===== src/rtl/comb_pkg.sv =====
package comb_pkg;
    localparam int GRP_W  = 8;
    localparam int LANES  = 4;
    localparam int WORD_W = GRP_W * LANES;

    typedef enum logic [1:0] {
        REG_SET_EN = 2'd0,
        REG_CLR_EN = 2'd1,
        REG_RAW    = 2'd2,
        REG_MASKED = 2'd3
    } quad_reg_e;

    typedef struct packed {
        logic [GRP_W-1:0] pend;
        logic [GRP_W-1:0] mask;
        logic             active;
    } grp_state_t;
endpackage


===== src/rtl/icomb_group.sv =====
module icomb_group
    import comb_pkg::*;
#(
    parameter bit ACCEPT = 1'b1
) (
    input  logic             clk,
    input  logic             rst_n,
    input  logic [GRP_W-1:0] lvl_in,
    input  logic [GRP_W-1:0] set_bits,
    input  logic [GRP_W-1:0] clr_bits,
    output logic [GRP_W-1:0] pend_o,
    output logic [GRP_W-1:0] mask_o,
    output logic             active_o
);
    grp_state_t st_d, st_q;

    always_comb begin
        st_d        = st_q;
        st_d.pend   = ACCEPT ? lvl_in : '0;
        st_d.mask   = (st_q.mask | set_bits) & ~clr_bits;
        st_d.active = |(st_d.pend & st_d.mask);
    end

    always_ff @(posedge clk or negedge rst_n) begin
        if (!rst_n) st_q <= '0;
        else        st_q <= st_d;
    end

    assign pend_o   = st_q.pend;
    assign mask_o   = st_q.mask;
    assign active_o = st_q.active;

    // the request line agrees with the registered mask and pending state
    p_active_matches_r3: assert property (@(posedge clk) disable iff (!rst_n)
        active_o == |(pend_o & mask_o));

    // set bits are present in the mask one cycle after the write
    p_set_lands_r5: assert property (@(posedge clk) disable iff (!rst_n)
        (|set_bits) |=> ((mask_o & $past(set_bits)) == $past(set_bits)));

    // cleared bits are absent one cycle after the write
    p_clr_lands_r5: assert property (@(posedge clk) disable iff (!rst_n)
        (|clr_bits) |=> ((mask_o & $past(clr_bits)) == '0));

    generate
        if (ACCEPT) begin : g_live
            // pending follows the input level with one register stage
            p_pend_level_r2: assert property (@(posedge clk) disable iff (!rst_n)
                1'b1 |=> (pend_o == $past(lvl_in)));
        end else begin : g_dead
            // a group beyond the limit never becomes pending
            p_ignored_r11: assert property (@(posedge clk) disable iff (!rst_n)
                pend_o == '0 && !active_o);
        end
    endgenerate
endmodule


===== src/rtl/icomb_bus_decode.sv =====
module icomb_bus_decode
    import comb_pkg::*;
#(
    parameter int          NUM_GROUPS    = 64,
    parameter int          ADDR_W        = 9,
    parameter int          PRESET_QUAD_A = 12,
    parameter int          PRESET_QUAD_B = 13,
    parameter logic [31:0] RB_PRESET     = 32'h0101_0101
) (
    input  logic                        clk,
    input  logic                        rst_n,
    input  logic                        valid,
    input  logic                        write,
    input  logic [ADDR_W-1:0]           addr,
    input  logic [WORD_W-1:0]           wdata,
    input  logic [NUM_GROUPS*GRP_W-1:0] pend_all,
    input  logic [NUM_GROUPS*GRP_W-1:0] mask_all,
    input  logic [NUM_GROUPS-1:0]       active_all,
    output logic [NUM_GROUPS*GRP_W-1:0] set_all,
    output logic [NUM_GROUPS*GRP_W-1:0] clr_all,
    output logic [WORD_W-1:0]           rdata,
    output logic                        err
);
    localparam int NUM_QUADS = NUM_GROUPS / LANES;
    localparam int NUM_RB    = NUM_QUADS * 2;
    localparam int NUM_SUM   = (NUM_GROUPS + WORD_W - 1) / WORD_W;
    localparam int QSEL_W    = ADDR_W - 4;

    typedef struct packed {
        logic [NUM_RB-1:0][WORD_W-1:0] rb;
        logic [WORD_W-1:0]             rdata;
        logic                          err;
    } dec_state_t;

    function automatic dec_state_t reset_state();
        dec_state_t s;
        s = '0;
        if (PRESET_QUAD_A < NUM_QUADS) begin
            s.rb[PRESET_QUAD_A*2]     = RB_PRESET;
            s.rb[PRESET_QUAD_A*2 + 1] = RB_PRESET;
        end
        if (PRESET_QUAD_B < NUM_QUADS) begin
            s.rb[PRESET_QUAD_B*2]     = RB_PRESET;
            s.rb[PRESET_QUAD_B*2 + 1] = RB_PRESET;
        end
        return s;
    endfunction

    dec_state_t                st_d, st_q;
    logic [QSEL_W-1:0]         quad;
    quad_reg_e                 rsel;
    logic                      in_groups;
    logic                      legal_wr;
    logic [WORD_W-1:0]         rd_word;
    logic [NUM_SUM*WORD_W-1:0] sum_vec;

    assign quad      = addr[ADDR_W-1:4];
    assign rsel      = quad_reg_e'(addr[3:2]);
    assign in_groups = quad < QSEL_W'(NUM_QUADS);
    assign legal_wr  = valid && write && in_groups &&
                       (rsel == REG_SET_EN || rsel == REG_CLR_EN);

    always_comb begin
        sum_vec                 = '0;
        sum_vec[NUM_GROUPS-1:0] = active_all;
    end

    always_comb begin
        st_d    = st_q;
        set_all = '0;
        clr_all = '0;
        rd_word = '0;

        for (int q = 0; q < NUM_QUADS; q++) begin
            if (quad == QSEL_W'(q)) begin
                // write side: fan the lanes out to the four groups of this quad
                if (legal_wr) begin
                    for (int k = 0; k < LANES; k++) begin
                        if (rsel == REG_SET_EN)
                            set_all[(q*LANES+k)*GRP_W +: GRP_W] = wdata[k*GRP_W +: GRP_W];
                        else
                            clr_all[(q*LANES+k)*GRP_W +: GRP_W] = wdata[k*GRP_W +: GRP_W];
                    end
                    if (rsel == REG_SET_EN) st_d.rb[q*2]     = wdata;
                    else                    st_d.rb[q*2 + 1] = wdata;
                end
                // read side
                for (int k = 0; k < LANES; k++) begin
                    if (rsel == REG_RAW)
                        rd_word[k*GRP_W +: GRP_W] = pend_all[(q*LANES+k)*GRP_W +: GRP_W];
                    else if (rsel == REG_MASKED)
                        rd_word[k*GRP_W +: GRP_W] = pend_all[(q*LANES+k)*GRP_W +: GRP_W] &
                                                    mask_all[(q*LANES+k)*GRP_W +: GRP_W];
                end
                if (rsel == REG_SET_EN)      rd_word = st_q.rb[q*2];
                else if (rsel == REG_CLR_EN) rd_word = st_q.rb[q*2 + 1];
            end
        end

        for (int w = 0; w < NUM_SUM; w++) begin
            if (quad == QSEL_W'(NUM_QUADS) && rsel == quad_reg_e'(2'(w)))
                rd_word = sum_vec[w*WORD_W +: WORD_W];
        end

        if (valid && !write) st_d.rdata = rd_word;
        st_d.err = valid && write && !legal_wr;
    end

    always_ff @(posedge clk or negedge rst_n) begin
        if (!rst_n) st_q <= reset_state();
        else        st_q <= st_d;
    end

    assign rdata = st_q.rdata;
    assign err   = st_q.err;

    // the error flag only follows a write request
    p_err_after_write_r10: assert property (@(posedge clk) disable iff (!rst_n)
        err |-> $past(valid && write));

    // a write to a status register reaches no mask
    p_status_wr_inert_r10: assert property (@(posedge clk) disable iff (!rst_n)
        (valid && write && (rsel == REG_RAW || rsel == REG_MASKED)) |->
        (set_all == '0 && clr_all == '0));

    // stored readback words change only on a write request
    p_rb_stable_r7: assert property (@(posedge clk) disable iff (!rst_n)
        !(valid && write) |=> $stable(st_q.rb));

    // reads never raise the error flag
    p_read_clean_r6: assert property (@(posedge clk) disable iff (!rst_n)
        (valid && !write) |=> !err);
endmodule


===== src/rtl/irq_group_combiner.sv =====
module irq_group_combiner
    import comb_pkg::*;
#(
    parameter int NUM_GROUPS      = 64,
    parameter int ADDR_W          = 9,
    parameter bit EXT_VARIANT     = 1'b0,
    parameter int EXT_GROUP_LIMIT = 32
) (
    input  logic                        clk,
    input  logic                        rst_n,
    input  logic [NUM_GROUPS*8-1:0]     irq_in,
    input  logic                        bus_valid,
    input  logic                        bus_write,
    input  logic [ADDR_W-1:0]           bus_addr,
    input  logic [31:0]                 bus_wdata,
    output logic [31:0]                 bus_rdata,
    output logic                        bus_err,
    output logic [NUM_GROUPS-1:0]       grp_irq
);
    localparam int VEC_W = NUM_GROUPS * GRP_W;

    logic [VEC_W-1:0] pend_all;
    logic [VEC_W-1:0] mask_all;
    logic [VEC_W-1:0] set_all;
    logic [VEC_W-1:0] clr_all;

    icomb_bus_decode #(
        .NUM_GROUPS (NUM_GROUPS),
        .ADDR_W     (ADDR_W)
    ) u_dec (
        .clk        (clk),
        .rst_n      (rst_n),
        .valid      (bus_valid),
        .write      (bus_write),
        .addr       (bus_addr),
        .wdata      (bus_wdata),
        .pend_all   (pend_all),
        .mask_all   (mask_all),
        .active_all (grp_irq),
        .set_all    (set_all),
        .clr_all    (clr_all),
        .rdata      (bus_rdata),
        .err        (bus_err)
    );

    generate
        for (genvar g = 0; g < NUM_GROUPS; g++) begin : g_grp
            localparam bit LIVE = !(EXT_VARIANT && (g >= EXT_GROUP_LIMIT));
            icomb_group #(.ACCEPT(LIVE)) u_grp (
                .clk      (clk),
                .rst_n    (rst_n),
                .lvl_in   (irq_in[g*GRP_W +: GRP_W]),
                .set_bits (set_all[g*GRP_W +: GRP_W]),
                .clr_bits (clr_all[g*GRP_W +: GRP_W]),
                .pend_o   (pend_all[g*GRP_W +: GRP_W]),
                .mask_o   (mask_all[g*GRP_W +: GRP_W]),
                .active_o (grp_irq[g])
            );
        end
    endgenerate

    // set and clear never address the same group in one cycle
    p_setclr_exclusive_r5: assert property (@(posedge clk) disable iff (!rst_n)
        (set_all & clr_all) == '0);

    // a flagged write leaves every mask untouched
    p_err_keeps_mask_r10: assert property (@(posedge clk) disable iff (!rst_n)
        bus_err |-> $stable(mask_all));
endmodule


===== config.mk =====
export PLATFORM = sky130hd
export DESIGN_NAME = irq_group_combiner
export DESIGN_NICKNAME = d
export VERILOG_FILES = /design/src/rtl/comb_pkg.sv /design/src/rtl/icomb_group.sv /design/src/rtl/icomb_bus_decode.sv /design/src/rtl/irq_group_combiner.sv
export SDC_FILE = /design/constraint.sdc
export NUM_CORES = 2
export LEC_CHECK = 0
export ABC_AREA = 1
export BUFFER_PORTS_ARGS = -buffer_cell sky130_fd_sc_hd__buf_2
export CAP_MARGIN = 20
export CORE_ASPECT_RATIO = 0.75
export CORE_UTILIZATION = 50
export DETAILED_ROUTE_END_ITERATION = 8
export PLACE_DENSITY = 0.68
export SETUP_SLACK_MARGIN = 0.5
export SLEW_MARGIN = 20
export SYNTH_ARGS = -nofsm -noshare
export SYNTH_HDL_FRONTEND = slang
export SYNTH_SLANG_ARGS = --single-unit

===== constraint.sdc =====
create_clock -name clk -period 6.5 [get_ports clk]
set_input_delay 1.95 -clock clk [delete_from_list [all_inputs] [get_ports clk]]
set_output_delay 1.95 -clock clk [all_outputs]
set_load 0.05 [all_outputs]

After elaboration in Yosys (flattened, before gate mapping). Cells that the tools add are included.

Memory bits (read-only): 0. Logic and storage cells: 895. Memories kept: 0. Output and inout bits: 97. Bits of input ports: 557. Bits in writable memories: 0. Bits in latches: 0. Flip-flop bits (word level): 2145.

Divide/modulo/power cells: 0. Eq/ne operators: 19. Magnitude comparators: 1. Bitwise gates (word level): 321. Multiplexer cells: 220. Multipliers: 0. Reduce and logical (&&, ||, !) cells: 108. Shifts and indexed selects: 0. Add/subtract/negate cells: 0.

Operator list (count): two-way mux 32 bit (84); AND 8 bit (192); two-way mux 8 bit (136); inverter 8 bit (64); bitwise OR 8 bit (64); OR reduction 8 bit (64); AND reduction 3 bit (32); equality test 5 x 4 -> 1 bit (second input constant) (8); equality test 5 x 3 -> 1 bit (second input constant) (4); equality test 5 x 2 -> 1 bit (second input constant) (2); logical AND 1 bit (7); equality test 5 x 1 -> 1 bit (second input constant) (1); equality test 5 bit (second input constant) (1); zero test 5 bit (1); less-than comparator 5 bit (second input constant) (1); equality test 2 bit (second input constant) (2); equality test 2 x 1 -> 1 bit (second input constant) (1); zero test 1 bit (2); zero test 2 bit (1); logical OR 1 bit (1); inverter 1 bit (1).

Logic depth before layout (Yosys ltp).
Depth after elaboration: 83. Mapped depth: 45. Depth with buffers taken out: 45.

By module. A second synthesis with hierarchy kept.

Cells, all modules: 12226. Area, all modules: 100966.8 um2.

By module, submodules not included: icomb_bus_decode (cells an instance 7810, instances 1, sequential area each 26470.4 um2, area an instance 59166.7 um2); icomb_group (cells an instance 69, instances 64, sequential area each 425.4 um2, area an instance 653.1 um2).

Worst setup path after synthesis. No wires, ideal clock.

Path kind: input to register. Start: in bus_addr[2]. End: reg u_dec.st_q (netlist bit u_dec.rdata[0]). Setup time: 123 ps. Data arrival time: 4552 ps. Data required time: 6377 ps. Path slack: 1825 ps. Buffers on the path: 5. Stages on the path: 20. Cell sequence: buf_4 nor2_4 buf_4 buf_4 buf_6 buf_4 nand2_1 o2111ai_1 o2111a_1 o21ai_0 a221oi_1 o221ai_1 a221oi_1 o2111ai_1 a21oi_1 o221ai_1 a21oi_1 o211ai_1 a21oi_1 o21ai_1.

Longest elaborated chain between the ends: 83. Elaborated cells between the ends (all ways): 88. Those cells by class: eq/ne: 3; mux: 82; reduce/logical: 3.

Ends and longest elaborated chain: start, declared (RTL line irq_group_combiner.sv:14) `input logic [ADDR_W-1:0] bus_addr,`; equality test 2 bit (RTL line icomb_bus_decode.sv:91) `else if (rsel == REG_MASKED)`; two-way mux 8 bit (RTL line icomb_bus_decode.sv:91); two-way mux 8 bit (RTL line icomb_bus_decode.sv:89) `if (rsel == REG_RAW)`; two-way mux 32 bit (RTL line icomb_bus_decode.sv:96) `else if (rsel == REG_CLR_EN) rd_word = st_q.rb[q*2 + 1];`; two-way mux 32 bit (RTL line icomb_bus_decode.sv:95) `if (rsel == REG_SET_EN) rd_word = st_q.rb[q*2];`; two-way mux 32 bit (RTL line icomb_bus_decode.sv:75) `if (quad == QSEL_W'(q)) begin`; two-way mux 8 bit (RTL line icomb_bus_decode.sv:91); two-way mux 8 bit (RTL line icomb_bus_decode.sv:89); [... 67 more ...]; two-way mux 32 bit (RTL line icomb_bus_decode.sv:75); two-way mux 8 bit (RTL line icomb_bus_decode.sv:91); two-way mux 8 bit (RTL line icomb_bus_decode.sv:89); two-way mux 32 bit (RTL line icomb_bus_decode.sv:96); two-way mux 32 bit (RTL line icomb_bus_decode.sv:95); two-way mux 32 bit (RTL line icomb_bus_decode.sv:75); two-way mux 32 bit (RTL line icomb_bus_decode.sv:101) `if (quad == QSEL_W'(NUM_QUADS) && rsel == quad_reg_e'(2'(w)))`; two-way mux 32 bit * (RTL line icomb_bus_decode.sv:101); end signal, assigned (RTL line icomb_bus_decode.sv:110) `if (!rst_n) st_q <= reset_state();`; end signal, assigned (RTL line icomb_bus_decode.sv:111) `else st_q <= st_d;`; end, declared (RTL line icomb_bus_decode.sv:49) `dec_state_t st_d, st_q;`.

Every way passes the cells marked *; elsewhere a longest branch is shown, timed or not. A chain may end at the register's enable or synchronous reset.

Final worst setup path.
Start: in bus_addr[2]. End: reg u_dec.st_q (netlist bit u_dec.rdata[30]).

Same word-level chain as after synthesis.

==> impl_results.md <==
- Commonest non-fill, non-tap cell in the layout: dfrtp_1
- Min-Delay Path Depth: 2
- Cell row count: 135
- Most frequent cells in the layout: dfrtp_1 (2129), nand2_1 (1604), o21ai_0 (1118)
- Die height: 372 µm
- I/O Buffers: 651
- Layout cells sized above 1: 0.176
- Clock Path Buffers: 3
- Fmax achieved: 0.164 GHz
- Cell area after synthesis: 91300 µm²
- Crit path kind: input pin to register
- Net Switching: 8.32 mW
- Slew HR: 0.182
- CTS resizes: 1
- Placed cells: 12.4k
- Worst EP required: 7210 ps
- Status: complete, no violations
- EDFF count, synth: 0
- Sink Count: 2145
- Worst Path Max Fanout: 10
- Clk_lat worst skew: 860 ps
- Layout Cell Area excl Fill: 107000 µm²
- Critical Path Sink Type: register
- Routed wire per std cell: 34.1 µm
- GRT Util Overall: 0.467
- FF-to-FF path depth: 24
- Drt drc: 0
- Primary FF master, synth: dfrtp_1
- Initial antenna violation count: 60
- Final period util: 0.940
- Reg power frac: 0.469
- Synth Area per Inst: 9.59 µm²
- Maximum VDD drop: 0.241 mV
- DP Area: 99600 µm²
- Post-CTS setup buffer count: 0
- Cell count after synthesis: 9519
- DR vias/cell: 6.59
- Htree depth: 4
- Io pins: 654
- Sw frac: 0.275
- Gr ovfl total: 0
- Internal power: 21.9 mW
- Final Util: 0.590
- Final setup violation count: 0
- Ys async rst share: 1.00
- Initial core utilization: 0.504
- Pleak: 51.1 nW
- Die width: 495 µm
- Actual slew at the worst max-slew pin: 1220 ps
- Tightest Hold Check Type: register to register
- Core area: 181000 µm²
- Vias: 84.4k
- Synth Net Count: 10.1k
- Crit path DAT: 6820 ps
- CTS tree: built
- Register bit count reported by yosys: 2145
- Gate power share: 0.113
- PwrDens: 283 nW/µm²
- Worst Setup Start Kind: input pin
- Final Wtd Congestion: 1.07
- Antenna Nets Post-Route: 0
- Final clock skew: 26.7 ps
- Worst-path clk slew: 70 ps
- Synthesis-to-layout area growth: 16.9%
- Largest net degree at the start of global routing: 168
- Drt first pass iters: 7
- # nets final: 10.7k
- Hold-fix buffers, CTS: 0
- Setup_tns: 0 ps
- Min cycle time layout: 6110 ps
- Die footprint: 184000 µm²
- Unique masters post-synth: 56
- Final Max Tran Viols: 0
- Hold Fails Final Rpt: 0
- First-pass GRT wire length: 598 mm
- Seq/Total Area, Yosys: 0.588
- Vias in the first global route: 78.6k
- YS warnings: 0
- Finished Layout Cells: 12.8k
- RSZ-0062 raised after global routing: true
- Power share of the clock group: 0.418
- Iter 0 DRT Violations: 14.6k
- MaxCap Viol Count: 0
- CTS buffer count: 206
- Detailed placement HPWL: 307 mm
- CTS root buffer: clkbuf_16
- Final wirelength: 436 mm
## cells by family (layout without fill, tap and decap cells)
| logic type | Yosys count | count (layout) | synth area share |
|---|---|---|---|
| flip-flops | 2145 | 2145 | 0.588 |
| other | 0 | 44 | 0 |
| multiplexers | 129 | 129 | 0.0159 |
| AO/OA/AOI/OAI | 3454 | 3454 | 0.229 |
| buffers and inverters | 1723 | 2562 | 0.0785 |
| AND/OR/NAND/NOR | 2068 | 2068 | 0.0885 |
## sequential cells by signal (all words and copies together), names as in the netlist
signal,cells
g_grp.u_grp.mask_o,512
g_grp.u_grp.active_o,64
u_dec.st_q,1024
g_grp.u_grp.pend_o,512
u_dec.err,1
u_dec.rdata,32
## Yosys cell counts, types with 9 or more instances
master,count,area share
a21boi_0,84,0.0069
dfstp_2,16,0.0046
o21bai_1,78,0.0064
dfrtp_1,2129,0.58
nand2_1,1604,0.066
clkbuf_1,437,0.018
nor2_1,324,0.013
inv_1,896,0.037
o31ai_1,10,0.00082
mux2_2,129,0.016
a221oi_1,170,0.016
o22ai_1,304,0.021
a31oi_1,61,0.0042
o21ai_0,1118,0.061
a21oi_1,953,0.052
a32oi_1,14,0.0013
a22o_1,48,0.0046
o221ai_1,105,0.010
buf_1,89,0.0037
or2_2,9,0.00062
buf_2,160,0.0088
nand3_1,75,0.0041
o2111ai_1,61,0.0059
o211ai_1,310,0.026
nand4_1,28,0.0019
buf_4,116,0.0095
a22oi_1,85,0.0070
## stage by stage
| step | setup slack, ps | hold slack (ps) | power [mW] |
|---|---|---|---|
| finish | 393 | 471 | 30.2 |
| global placement | -473 | 450 | 17.5 |
| global route | 417 | 495 | 30.8 |
| detailed placement | -561 | 460 | 17.6 |
| CTS | 573 | 474 | 30.0 |
| floorplan | 1830 | 437 | 15.6 |
## path summary, 6_finish.rpt
| kind | startpoint | endpoint | slack, ps |
|---|---|---|---|
| worst max-delay path | bus_addr[2] | u_dec.rdata[30] | 390 |
| worst min-delay path | u_dec.st_q[865] | u_dec.st_q[865] | 470 |
| worst max register to register | g_grp[1].u_grp.mask_o[6] | u_dec.rdata[14] | 1480 |
| worst min register to register | u_dec.st_q[865] | u_dec.st_q[865] | 470 |
| max in group asynchronous | rst_n | u_dec.st_q[429] | 3780 |
| min in group asynchronous | rst_n | g_grp[5].u_grp.mask_o[7] | 1100 |
## power by group through the flow
stage	clock network (mW)	logic [mW]	registers [mW]
final	12.6	3.42	14.2
after global routing	13.2	3.48	14.2
after CTS	12.6	3.25	14.1
after detailed placement	0	3.23	14.4
after global placement	0	3.19	14.4
after floorplan	0	1.38	14.3
## final cells by class
class / instances / area, µm²
Fill cell: 15500 / 74200
Sequential cell: 2145 / 53700
Multi-Input combinational cell: 5651 / 30700
Timing Repair Buffer: 1273 / 8760
Clock buffer: 313 / 6150
Inverter: 913 / 3460
Tap cell: 2397 / 3000
Clock inverter: 63 / 836
Antenna cell: 44 / 110
## critical path: stages
cell       delay, ps
buf_4            180
buf_4            170
nand2_8          110
buf_4            190
buf_4            190
o2111ai_1        510
nand4_1          190
buf_4            230
a21oi_1          200
o211ai_1         170
a21oi_1          340
o211ai_1         230
a221oi_1         310
buf_4            190
o221ai_1         350
a221oi_1         380
buf_4            180
o21ai_0          290
a221oi_1         320
o21ai_0          130
## per-layer routing
| metal | wire (µm) | GRT usage |
|---|---|---|
| met5 | 1060 | 0.0218 |
| met4 | 31900 | 0.287 |
| met3 | 69300 | 0.193 |
| met2 | 172000 | 0.620 |
| met1 | 161000 | 0.629 |
No activity file was read; power rests on OpenSTA's default activity.
